## src/rtl/tally_pkg.sv

```systemverilog
package tally_pkg;
  typedef struct packed {
    logic clr;
    logic ld;
    logic incr;
    logic decr;
    logic upLow;
    logic dnLow;
  } strobe_t;
endpackage

```

## src/rtl/tally_sync.sv

```systemverilog
module tally_sync #(
  parameter int STAGES = 2
) (
  input  logic clk,
  input  logic rstN,
  input  logic din,
  output logic lvl,
  output logic rise
);
  logic [STAGES:0] pipe;

  always_ff @(posedge clk or negedge rstN) begin
    if (!rstN) pipe <= '1;
    else       pipe <= {pipe[STAGES-1:0], din};
  end

  assign lvl  = pipe[STAGES-1];
  assign rise = pipe[STAGES-1] & ~pipe[STAGES];
endmodule

```

## src/rtl/tally_ctrl.sv

```systemverilog
module tally_ctrl
  import tally_pkg::*;
#(
  parameter int SYNC_STAGES = 2
) (
  input  logic    clk,
  input  logic    rstN,
  input  logic    clear,
  input  logic    loadN,
  input  logic    upIn,
  input  logic    dnIn,
  output strobe_t st
);
  localparam int LINES = 2;

  logic [LINES-1:0] lineIn, lineLvl, lineRise;
  assign lineIn = {dnIn, upIn};

  for (genvar i = 0; i < LINES; i++) begin : g_line
    tally_sync #(.STAGES(SYNC_STAGES)) u_sync (
      .clk (clk),
      .rstN(rstN),
      .din (lineIn[i]),
      .lvl (lineLvl[i]),
      .rise(lineRise[i])
    );
  end

  always_comb begin
    st.clr   = clear;
    st.ld    = ~loadN;
    st.incr  = lineRise[0] & lineLvl[1] & ~lineRise[1];
    st.decr  = lineRise[1] & lineLvl[0] & ~lineRise[0];
    st.upLow = ~lineLvl[0];
    st.dnLow = ~lineLvl[1];
  end
endmodule

```

## src/rtl/tally_dp.sv

```systemverilog
module tally_dp
  import tally_pkg::*;
#(
  parameter int DIGIT_W = 4,
  parameter bit DECADE  = 1'b1
) (
  input  logic               clk,
  input  logic               rstN,
  input  strobe_t            st,
  input  logic [DIGIT_W-1:0] loadVal,
  output logic [DIGIT_W-1:0] count,
  output logic               carryN,
  output logic               borrowN
);
  localparam logic [DIGIT_W-1:0] CNT_MAX =
    DECADE ? DIGIT_W'(9) : {DIGIT_W{1'b1}};

  logic [DIGIT_W-1:0] cntQ;

  always_ff @(posedge clk or negedge rstN) begin
    if (!rstN)        cntQ <= '0;
    else if (st.clr)  cntQ <= '0;
    else if (st.ld)   cntQ <= loadVal;
    else if (st.incr) cntQ <= (cntQ >= CNT_MAX) ? '0 : cntQ + 1'b1;
    else if (st.decr) cntQ <= (cntQ == '0) ? CNT_MAX : cntQ - 1'b1;
  end

  always_comb begin
    if (st.clr)     count = '0;
    else if (st.ld) count = loadVal;
    else            count = cntQ;
  end

  assign carryN  = ~((count == CNT_MAX) & st.upLow);
  assign borrowN = ~((count == '0) & st.dnLow);
endmodule

```

## src/rtl/tally_stage.sv

```systemverilog
module tally_stage
  import tally_pkg::*;
#(
  parameter int DIGIT_W     = 4,
  parameter bit DECADE      = 1'b1,
  parameter int SYNC_STAGES = 2
) (
  input  logic               clk,
  input  logic               rstN,
  input  logic               clear,
  input  logic               loadN,
  input  logic [DIGIT_W-1:0] loadVal,
  input  logic               upIn,
  input  logic               dnIn,
  output logic [DIGIT_W-1:0] count,
  output logic               carryN,
  output logic               borrowN
);
  strobe_t st;

  tally_ctrl #(.SYNC_STAGES(SYNC_STAGES)) u_ctrl (
    .clk  (clk),
    .rstN (rstN),
    .clear(clear),
    .loadN(loadN),
    .upIn (upIn),
    .dnIn (dnIn),
    .st   (st)
  );

  tally_dp #(.DIGIT_W(DIGIT_W), .DECADE(DECADE)) u_dp (
    .clk    (clk),
    .rstN   (rstN),
    .st     (st),
    .loadVal(loadVal),
    .count  (count),
    .carryN (carryN),
    .borrowN(borrowN)
  );
endmodule

```

## config.mk

```make
export PLATFORM = sky130hd
export DESIGN_NAME = tally_stage
export DESIGN_NICKNAME = d
export VERILOG_FILES = /design/src/rtl/tally_pkg.sv /design/src/rtl/tally_sync.sv /design/src/rtl/tally_ctrl.sv /design/src/rtl/tally_dp.sv /design/src/rtl/tally_stage.sv
export SDC_FILE = /design/constraint.sdc
export NUM_CORES = 1
export LEC_CHECK = 0
export BUFFER_PORTS_ARGS = -buffer_cell sky130_fd_sc_hd__buf_2
export CORE_UTILIZATION = 52
export CTS_CLUSTER_DIAMETER = 100
export DETAILED_ROUTE_END_ITERATION = 8
export PLACE_DENSITY = 0.76
export REMOVE_ABC_BUFFERS = 1
export SLEW_MARGIN = 10
export SYNTH_ARGS = -nofsm -noshare
export SYNTH_HDL_FRONTEND = slang
export SYNTH_HIERARCHICAL = 1
export SYNTH_SLANG_ARGS = --single-unit
```

## constraint.sdc

```tcl
create_clock -name clk -period 2.22 [get_ports clk]
set_input_delay 0.444 -clock clk [delete_from_list [all_inputs] [get_ports clk]]
set_output_delay 0.444 -clock clk [all_outputs]
set_load 0.02 [all_outputs]
```

Word-level counts from Yosys, hierarchy flattened
Cells that the tools add are included.

$add $sub $neg: 2. Reduce and logical (&&, ||, !) cells: 2. Mux-type cells: 8. Eq/ne operators: 2. Magnitude comparators: 1. Bitwise operators: 16.

Operators with widths (count): $mux W4 (8); $and A1 B1 Y1 (8); $logic_not A4 Y1 (2); $not A1 Y1 (8); $add A4 B1 Y4 const B (1); $eq A4 B4 Y1 const B (1); $ge A4 B4 Y1 const B (1); $ne A4 B2 Y1 const B (1); $sub A4 B1 Y4 const B (1).

Output and inout port bits: 6. Flip-flop bits (word level): 10.

Depth between registers and ports, before layout
Gate-level depths: netlist of run 1.

Depth in word-level cells: 8. Gate-level depth with buffers: 7.

Cells and area by module
The synthesis of run 1 kept the hierarchy.

By module, submodules not included: tally_dp (times used 1, cells an instance 68, sequential area each 100.1 um2, area an instance 558.0 um2); tally_sync (times used 2, cells an instance 4, sequential area each 78.8 um2, area an instance 92.6 um2); tally_ctrl (times used 1, cells an instance 6, sequential area each 0.0 um2, area an instance 36.3 um2).

Worst setup path after synthesis of run 1
OpenSTA, ideal clock, no wires.

Path kind: input -> output. From: input port loadN. To: output port carryN. Slack: 0.189 ns. Stages on the path: 4. Arrival time: 1.587 ns. Buffers on the path: 0. Cell sequence: inv_1 or2b_2 a21oi_1 nand4_1.

Cells in the longest elaborated chain, start to end: 5.

Ends and longest elaborated chain: start: declaration (line tally_stage.sv:11) `input logic loadN,`; $mux W4 (line tally_dp.sv:30) `else if (st.ld) count = loadVal;`; $mux W4 (line tally_dp.sv:29) `if (st.clr) count = '0;`; net count[0] (line tally_stage.sv:15) `output logic [DIGIT_W-1:0] count,`; $eq A4 B4 Y1 (line tally_dp.sv:34) `assign carryN = ~((count == CNT_MAX) & st.upLow);`; $and A1 B1 Y1 (line tally_dp.sv:34); $not A1 Y1 (line tally_dp.sv:34); end: declaration (line tally_stage.sv:16) `output logic carryN,`.

The timed path passes the listed nets, and every way through them passes these cells.

Final worst setup path of run 1
From: register u_dp.cntQ[0]. To: output port borrowN.

Cells in the longest elaborated chain, start to end: 5.

Ends and longest elaborated chain: start: declaration (line tally_dp.sv:18) `logic [DIGIT_W-1:0] cntQ;`; start signal: assignment (line tally_dp.sv:23) `else if (st.ld) cntQ <= loadVal;`; start signal: assignment (line tally_dp.sv:24) `else if (st.incr) cntQ <= (cntQ >= CNT_MAX) ? '0 : cntQ + 1'b1;`; start signal: assignment (line tally_dp.sv:25) `else if (st.decr) cntQ <= (cntQ == '0) ? CNT_MAX : cntQ - 1'b1;`; $mux W4 (line tally_dp.sv:30); $mux W4 (line tally_dp.sv:29); $logic_not A4 Y1 (line tally_dp.sv:35) `assign borrowN = ~((count == '0) & st.dnLow);`; $and A1 B1 Y1 (line tally_dp.sv:35); $not A1 Y1 (line tally_dp.sv:35); end: declaration (line tally_stage.sv:17) `output logic borrowN`.

Every way passes these cells.

==> flow_summary.ini, run 1 <==
[run_status]
outcome = complete, no violations

[worst_setup_path]
path_cells = or2b_2 > a21oi_1 > nor2_1 > nand3_1 > buf_2
cp_slowest_cell = dfrtp_1
cp_max_fo = 7
cpPeakStageDelay_ns = 0.51
crit_path_end_kind = output pin
critPathLaunchType = register
worst_ep_arrival_time_ns = 1.63
path_class = reg2out
worstPathRequired_ns = 1.78

[cts]
cts_max_path_buffers = 2
cts_hold_buf = 0
postCtsSetupRepairBufs = 0
cts_buffers = 3
htree_num_levels = 1
cts_tree = yes
cts_sinks = 10
cts_root_buf = clkbuf_4
cts_resized = 0
cts.clk_slew.worst_paths_ns = 0.06
insertion_delay_ns = 0.25

[logic_synthesis]
ys_seq_area_share_pct = 33.1
synth_top_area_share_pct = 20.2
yosysTopAreaCell = dfstp_2
ys.flop_type = dfstp_2
avgSynthCellArea_um2 = 9.51
ys_top_cells_by_area = dfstp_2 (20%), dfrtp_1 (13%), ha_1 (6.4%)
synth_cell_types = 35
synthCells = 82
async_flop_share_pct = 100
synth_area_um2 = 779
synth_edf_count = 0
ys_ff_latch = 10
ys_warn_count = 6

[grt]
grt_pass1_vias = 555
grt_pass1_wl_um = 2170
track_usage_pct = 19.9
grt.overflow.total = 0
antenna_found_initial = 0
grt_max_degree = 12

[min_path]
hold_class = in2async

[sta]
finalSetupViolCount = 0
worstMarginPinSlew_ns = 0.389
timing.final.crit_share_pct = 93.6
hold_violations = 0
fin_skew_ns = 0.00122
fmax_mhz = 481
max-slew-margin-rel_pct = 74.1
setup_tns_ns = 0
min_period_ns = 2.08
rsz0062_at_grt = false
drv_slew = 0

[floorplanning]
dieArea_um2 = 1660
die_x_um = 40.7
rows = 13
die_y_um = 40.7
core_um2 = 1350
initial_core_util_pct = 57.7
boundaryPins = 16

[route]
vias = 642
antenna_left = 0
via_per_inst = 5.73
first_pass_iters = 4
wl_per_cell_um = 13.6
drt-total-wl_um = 1530
drtIter0Drc = 21
post-route-drc-count = 0

[pwr]
leakage_nw = 0.390
vdd_drop_max_uv = 433
powerDensity_nw_per_um2 = 535

[final_layout]
nets = 112
area_delta_synth_final_pct = 10.4
layout-drive-gt1-share_pct = 35.1
diodes = 0
final_area_um2 = 861

[placed_design]
port_buffers = 15
place_congestion = 0.823
place_area_um2 = 835
dp.final_hpwl_um = 1160

[flow_run]
max_cap_viol_count = 0
[per-stage QoR]
| step | hold WS [ns] | utilization, % | power, mW | cells | setup WS [ns] |
|---|---|---|---|---|---|
| after global placement | 0.301 | 61.8 | 0.339 | 108 | 0.320 |
| final | 0.0324 | 63.8 | 0.461 | 112 | 0.141 |
| after floorplan | 0.148 | - | 0.303 | 77 | 0.0591 |
| after CTS | 0.0284 | 63.8 | 0.467 | 112 | 0.136 |
| after detailed placement | 0.305 | 61.8 | 0.344 | 108 | 0.283 |
| after global routing | 0.0337 | 63.8 | 0.487 | 112 | 0.0812 |
[power breakdown]
| part | internal (mW) | switching, mW |
|---|---|---|
| combinational | 0.0571 | 0.0668 |
| clock | 0.0688 | 0.0502 |
| sequential | 0.198 | 0.0197 |
[layout make-up]
type                       count  area, um^2
tap                           15        18.8
multi-input combinational     60         449
clock buffer                   4        26.3
sequential                    10         258
timing repair buffer          16        82.6
inverter                       7        26.3
fill                         116         489
[cell families after synthesis]
kind of cell             synth area share, %
AND/OR/NAND/NOR                         22.8
AO/OA/AOI/OAI                           25.8
buffers and inverters                   9.31
flip-flops                              33.1
adder cells (fa/ha/maj)                 6.42
multiplexers                            2.57
[routing by layer]
| layer | part of all wire [%] | GRT usage [%] | vias to the layer above |
|---|---|---|---|
| met1 | 46 | 24.4 | 291 |
| met3 | 6.0 | 3.26 | 2 |
| met5 | 0 | 0 | - |
| met2 | 47 | 34.1 | 24 |
| li1 | - | - | 325 |
| met4 | 0.98 | 8.33 | 0 |
[cells in the final DEF (no fill, tap or decap), types with 2 or more instances in the layout]
cell / Yosys / final
o31ai_1: 3 / 3
nor2_1: 6 / 6
a31oi_1: 2 / 2
nand2_1: 4 / 4
a211oi_1: 2 / 2
dfrtp_1: 4 / 4
inv_1: 7 / 7
mux2i_1: 2 / 2
dfstp_2: 6 / 6
buf_2: 1 / 15
a21oi_1: 8 / 8
clkbuf_4: 0 / 3
nor2b_4: 2 / 2
ha_1: 4 / 4
and3b_1: 2 / 2
nor3_1: 2 / 2
nand2b_1: 6 / 6
[sequential cells by signal (all words and copies together) (netlist names)]
name                       flops
u_dp/cntQ                      4
u_ctrl/g_line.u_sync/pipe      6
[worst paths after layout]
| path | end | slack, ns | cells past startpoint | from |
|---|---|---|---|---|
| max in group asynchronous | u_ctrl/g_line[1].u_sync/pipe[1] | 1.94 | 1 | rstN |
| setup / recovery | borrowN | 0.14 | 5 | u_dp/cntQ[0] |
| hold / removal | u_dp/cntQ[3] | 0.03 | 1 | rstN |
| hold reg to reg | u_ctrl/g_line[1].u_sync/pipe[1] | 0.35 | 0 | u_ctrl/g_line[1].u_sync/pipe[0] |
| min in group clk | u_ctrl/g_line[1].u_sync/pipe[0] | 0.29 | 1 | dnIn |
| setup reg to reg | u_dp/cntQ[3] | 0.28 | 6 | u_ctrl/g_line[0].u_sync/pipe[1] |
[critical path: cells and delay by family, from the launching register on]
family | cells | cell delay, ns
buffers and inverters | 1 | 0.16
AOI/OAI and AO/OA | 1 | 0.22
DFF | 1 | 0.51
and+or+nand+nor | 3 | 0.50
[cell usage after synthesis, types with 3 or more instances]
cell	n
a21oi_1	8
buf_6	3
dfrtp_1	4
dfstp_2	6
ha_1	4
inv_1	7
nand2_1	4
nand2b_1	6
nor2_1	6
o31ai_1	3
Power figures use the tool's default switching activity.
==> run 2: changes to the inputs <==
--- a/config.mk
+++ b/config.mk
@@ -6,10 +6,11 @@
 export NUM_CORES = 1
 export LEC_CHECK = 0
 export BUFFER_PORTS_ARGS = -buffer_cell sky130_fd_sc_hd__buf_2
-export CORE_UTILIZATION = 52
+export CAP_MARGIN = 5
+export CORE_UTILIZATION = 55
 export CTS_CLUSTER_DIAMETER = 100
 export DETAILED_ROUTE_END_ITERATION = 8
-export PLACE_DENSITY = 0.76
+export PLACE_DENSITY = 0.8
 export REMOVE_ABC_BUFFERS = 1
 export SLEW_MARGIN = 10
 export SYNTH_ARGS = -nofsm -noshare
==> constraint.sdc (replaced) <==
create_clock -name clk -period 2.7 [get_ports clk]
set_input_delay 0.54 -clock clk [delete_from_list [all_inputs] [get_ports clk]]
set_output_delay 0.54 -clock clk [all_outputs]
set_load 0.02 [all_outputs]
==> run 2 against run 1 <==
First-iteration DRC count decreased by 43%. Sequential power shrank 18%. Cell area is 0.87% lower. Critical path type is now in2out. Largest cell class unchanged.
==> flow_summary.ini, run 2 (synthesis results as in run 1) <==
[sta]
finalSetupViolCount = 0
fin_skew_ns = 0.00115
rsz0062_at_grt = false
fin_ws_ns = 0.464
min_period_ns = 2.24
worstMarginPinSlew_ns = 0.456
drv_slew = 0
max-slew-margin-rel_pct = 69.6
timing.final.crit_share_pct = 82.8
fmax_mhz = 447
setup_tns_ns = 0
hold_violations = 0

[final_layout]
diodes = 0
nets = 111
top_register = u_ctrl/g_line.u_sync/pipe
layout-drive-gt1-share_pct = 34.4
final_cells = 111
fillCellCount = 104
utilization_pct = 64.8
largest_reg_flops = 6
layout_common_cells = buf_2 (15), a21oi_1 (8), inv_1 (7)
area_delta_synth_final_pct = 9.47
multi_input_area_um2 = 449
seq_area_um2 = 258
final_common_cell = buf_2
largestRegisters = u_ctrl/g_line.u_sync/pipe (6), u_dp/cntQ (4)

[route]
wl_met1_um = 696
via_per_inst = 5.94
wl_per_cell_um = 13.4
first_pass_iters = 4
antenna_left = 0
highest_layer = met4
post-route-drc-count = 0
vias = 659
drt-total-wl_um = 1480
drtIter0Drc = 12
wl_met2_um = 674
wl_met3_um = 100

[pwr]
switching_share_pct = 29.9
p_int_mw = 0.266
p_sw_mw = 0.113
p_clk_share_pct = 26.1
vdd_drop_max_uv = 375
leakage_nw = 0.385
comb_power_share_pct = 26.6
powerDensity_nw_per_um2 = 444
seqPwrFrac_pct = 47.3

[placed_design]
place_congestion = 0.852
dp.final_hpwl_um = 1110
placed_cells = 107
port_buffers = 15
pre_cts_ws_ns = 0.474

[worst_setup_path]
worstPathRequired_ns = 2.16
worst-path-stages = 7
endpoint = borrowN
cpPeakStageDelay_ns = 0.37
critPathLaunchType = input port
crit_top_cell = buf_2
startpoint = loadN
path_class = in2out
critPathBufInv = 3
path_cells = buf_2 > inv_1 > or2b_2 > a21oi_1 > nor2_1 > nand3_1 > buf_2
crit_path_end_kind = output pin
worstReg2RegEnd = u_dp/cntQ[3]
cp_max_fo = 15
r2r_cells = 6
cp_top_family = simple AND/OR/NAND/NOR gates
rrSetupSlack_ns = 0.73
reg2reg_from = u_ctrl/g_line[0].u_sync/pipe[1]
worst_ep_arrival_time_ns = 1.70
cp_slowest_cell = or2b_2

[grt]
grt.overflow.total = 0
antenna_found_initial = 0
grt_pass1_wl_um = 2350
grt_max_degree = 16
grt_pass1_vias = 561
track_usage_pct = 22.9

[flow_run]
max_cap_viol_count = 0

[run_status]
outcome = complete, no violations

[cts]
cts_root_buf = clkbuf_4
cts.clk_slew.worst_paths_ns = 0.06
postCtsSetupRepairBufs = 0
cts_tree = yes
cts_resized = 0
htree_num_levels = 1
cts_sinks = 10
cts_max_path_buffers = 2
cts_buffers = 3
insertion_delay_ns = 0.25
cts_hold_buf = 0

[min_path]
hold_class = in2async

[floorplanning]
boundaryPins = 16
die_y_um = 39.6
core_um2 = 1320
initial_core_util_pct = 59.2
dieArea_um2 = 1570
rows = 13
die_x_um = 39.6
run 2: layout make-up:
type                    instances  share of cell area, %
multi-input cells              60                   52.6
flip-flops and latches         10                   30.2
inverters                       7                   3.08
clock buffers                   4                   3.08
well taps                      15                   2.20
repair buffers                 15                   8.80
run 2: routing by layer:
metal / global-route usage, % / vias up
met5: 0 / -
met1: 28.5 / 305
met3: 3.41 / 2
met2: 38.5 / 32
li1: - / 320
met4: 10.3 / 0
run 2: power by group through the flow:
stage | logic, mW | registers (mW) | clock network (mW)
2_1_floorplan | 0.0732 | 0.176 | 0
3_3_place_gp | 0.0976 | 0.180 | 0
3_5_place_dp | 0.0998 | 0.181 | 0
4_1_cts | 0.100 | 0.179 | 0.103
5_1_grt | 0.113 | 0.180 | 0.109
6_report | 0.101 | 0.179 | 0.0991
run 2: how the worst min path moves through the flow:
stage                                                  to  cells past startpoint
final                                        u_dp/cntQ[3]                      1
after global routing                         u_dp/cntQ[1]                      1
after CTS                                    u_dp/cntQ[0]                      1
after detailed placement  u_ctrl/g_line[0].u_sync/pipe[1]                      0
after global placement    u_ctrl/g_line[0].u_sync/pipe[1]                      0
after floorplan                              u_dp/cntQ[0]                      0
run 2: per-stage QoR:
step	hold WS [ns]	instance area (um^2)	total power, mW
4_1_cts	0.122	853	0.382
3_3_place_gp	0.345	827	0.277
5_1_grt	0.126	853	0.403
2_1_floorplan	0.244	733	0.249
6_report	0.125	853	0.379
3_5_place_dp	0.351	827	0.281
==> run 3: changes to the inputs <==
--- a/config.mk
+++ b/config.mk
@@ -5,12 +5,13 @@
 export SDC_FILE = /design/constraint.sdc
 export NUM_CORES = 1
 export LEC_CHECK = 0
+export ABC_AREA = 1
 export BUFFER_PORTS_ARGS = -buffer_cell sky130_fd_sc_hd__buf_2
 export CAP_MARGIN = 5
-export CORE_UTILIZATION = 55
+export CORE_UTILIZATION = 51
 export CTS_CLUSTER_DIAMETER = 100
 export DETAILED_ROUTE_END_ITERATION = 8
-export PLACE_DENSITY = 0.8
+export PLACE_DENSITY = 0.76
 export REMOVE_ABC_BUFFERS = 1
 export SLEW_MARGIN = 10
 export SYNTH_ARGS = -nofsm -noshare
==> constraint.sdc (replaced) <==
create_clock -name clk -period 2.3 [get_ports clk]
set_input_delay 0.46 -clock clk [delete_from_list [all_inputs] [get_ports clk]]
set_output_delay 0.46 -clock clk [all_outputs]
set_load 0.02 [all_outputs]
==> run 3 against run 2 <==
Hold slack worse by 0.080 ns. Critical path depth is 2 lower. Wire length is 2.8% higher. Via count is 3.0% higher. Global-route usage is 1.5 points higher. Clock skew is 0.0046 ns higher. Clock power is 57% higher. Total power is 41% higher. Sequential share of layout area is 1.2 points higher. Cell area is 3.8% lower. Largest power group unchanged. Highest routed layer is now met3.
==> flow_summary.ini, run 3 <==
[grt]
grt_pass1_vias = 550
antenna_found_initial = 0
track_usage_pct = 24.4
grt_pass1_wl_um = 2390
grt.overflow.total = 0
grt_max_degree = 11

[logic_synthesis]
ys_top_cells_by_area = dfstp_2 (22%), nand2_1 (18%), dfrtp_1 (14%)
synth_top_area_share_pct = 22.3
synth_cell_types = 18
yosysTopAreaCell = dfstp_2
yosysMostFrequentCell = nand2_1
synth_area_um2 = 706
synthCells = 104
synth_edf_count = 0
synth_common_cells = nand2_1 (34), inv_1 (18), nand3_1 (11)
ys_seq_area_share_pct = 36.5
avgSynthCellArea_um2 = 6.79
ys_ff_latch = 10
ys_warn_count = 6
async_flop_share_pct = 100
ys.flop_type = dfstp_2

[worst_setup_path]
critPathLaunchType = register
path_class = reg2out
crit_path_end_kind = output pin
worstPathRequired_ns = 1.84
path_cells = o21ai_0 > nand2_1 > nor2_1 > nand3_1 > buf_2
cpPeakStageDelay_ns = 0.49
cp_max_fo = 8
worst_ep_arrival_time_ns = 1.48
cp_slowest_cell = dfrtp_1
r2r_cells = 11

[final_layout]
largestRegisters = u_ctrl/g_line.u_sync/pipe (6), u_dp/cntQ (4)
layout_common_cells = nand2_1 (34), inv_1 (18), buf_2 (15), nand3_1 (11), nor2_1 (9)
area_delta_synth_final_pct = 16.3
largest_reg_flops = 6
top_register = u_ctrl/g_line.u_sync/pipe
diodes = 0
nets = 136
fillCellCount = 120
final_common_cell = nand2_1
layout-drive-gt1-share_pct = 24.0

[sta]
rsz0062_at_grt = false
max-slew-margin-rel_pct = 75.6
fmax_mhz = 516
fin_skew_ns = 0.00574
worstMarginPinSlew_ns = 0.365
min_period_ns = 1.94
finalSetupViolCount = 0
hold_violations = 0
timing.final.crit_share_pct = 84.2
drv_slew = 0
setup_tns_ns = 0

[pwr]
p_clk_share_pct = 29.1
p_sw_mw = 0.185
powerDensity_nw_per_um2 = 650
comb_power_share_pct = 29.7
leakage_nw = 0.484
p_int_mw = 0.349
switching_share_pct = 34.7
seqPwrFrac_pct = 41.2
power_mw = 0.534
vdd_drop_max_uv = 439

[cts]
cts_sinks = 10
insertion_delay_ns = 0.26
cts_tree = yes
cts_hold_buf = 0
postCtsSetupRepairBufs = 0
cts_root_buf = clkbuf_4
cts_buffers = 3
htree_num_levels = 1
cts.clk_slew.worst_paths_ns = 0.06
cts_max_path_buffers = 2
cts_resized = 0

[floorplanning]
die_y_um = 39.2
dieArea_um2 = 1540
rows = 13
initial_core_util_pct = 54.2
die_x_um = 39.2
core_um2 = 1300
boundaryPins = 16

[route]
antenna_left = 0
via_per_inst = 4.99
post-route-drc-count = 0
first_pass_iters = 4
drtIter0Drc = 23
vias = 679
wl_per_cell_um = 11.2
drt-total-wl_um = 1520

[flow_run]
max_cap_viol_count = 0

[placed_design]
dp.final_hpwl_um = 1080
place_congestion = 0.849
port_buffers = 15

[min_path]
hold_class = in2async

[run_status]
outcome = complete, no violations
-- run 3: cell types whose count changed after synthesis, moves of 6 or more --
cell,before,now
a21oi_1,8,2
nand2b_1,6,0
nand3_1,1,11
nand2_1,4,34
inv_1,7,18
-- run 3: layer usage --
metal  part of all wire [%]  global-route usage, %  up-vias
met2                     52                   40.8       11
met5                      0                      0        -
met3                    1.4                   5.20        0
met1                     46                   31.0      314
li1                       -                      -      354
met4                      0                   7.76        0
-- run 3: final timing paths --
path	start	to	slack, ns
hold reg to reg	u_ctrl/g_line[0].u_sync/pipe[0]	u_ctrl/g_line[0].u_sync/pipe[1]	0.36
setup / recovery	u_dp/cntQ[2]	carryN	0.36
hold / removal	rstN	u_dp/cntQ[1]	0.05
min in group clk	upIn	u_ctrl/g_line[0].u_sync/pipe[0]	0.30
setup reg to reg	u_ctrl/g_line[0].u_sync/pipe[1]	u_dp/cntQ[1]	0.54
max in group asynchronous	rstN	u_ctrl/g_line[0].u_sync/pipe[1]	2.01
-- run 3: through the flow --
step	utilization (%)	setup WS [ns]	cells	cell area, um^2	hold slack (ns)
2_1_floorplan	-	0.334	102	691	0.164
3_3_place_gp	60.3	0.445	132	785	0.316
3_5_place_dp	60.3	0.434	132	785	0.316
4_1_cts	63.1	0.372	136	821	0.0380
5_1_grt	63.1	0.236	136	821	0.0503
6_report	63.1	0.363	136	821	0.0451
-- run 3: final cells by class --
cell class | count | area [um^2] | share of cell area [%]
clock buffers | 4 | 36.3 | 4.42
well taps | 15 | 18.8 | 2.29
flip-flops and latches | 10 | 258 | 31.4
inverters | 19 | 71.3 | 8.69
repair buffers | 15 | 75.1 | 9.15
multi-input cells | 73 | 362 | 44.1
-- run 3: power groups by stage --
stage               combinational [mW]  clock (mW)  sequential [mW]
finish                           0.158       0.156            0.220
global route                     0.180       0.168            0.222
CTS                              0.158       0.163            0.219
detailed placement               0.155           0            0.222
global placement                 0.151           0            0.222
floorplan                        0.115           0            0.215
-- run 3: cells by family (layout without fill, tap and decap cells) --
logic type / count (synthesis) / in the layout / share of synthesized area, %
and+or+nand+nor: 60 / 60 / 36.0
xor gates and xnor gates: 2 / 2 / 2.48
adders and majority gates: 4 / 4 / 7.09
DFF: 10 / 10 / 36.5
buffers and inverters: 21 / 38 / 12.2
AOI/OAI and AO/OA: 7 / 7 / 5.67
-- run 3: worst max-delay path, delay by kind of cell, from the launching register on --
kind	cells	cell delay [ns]
simple gates	3	0.26
flops	1	0.49
buf+inv	1	0.17
compound gates	1	0.31
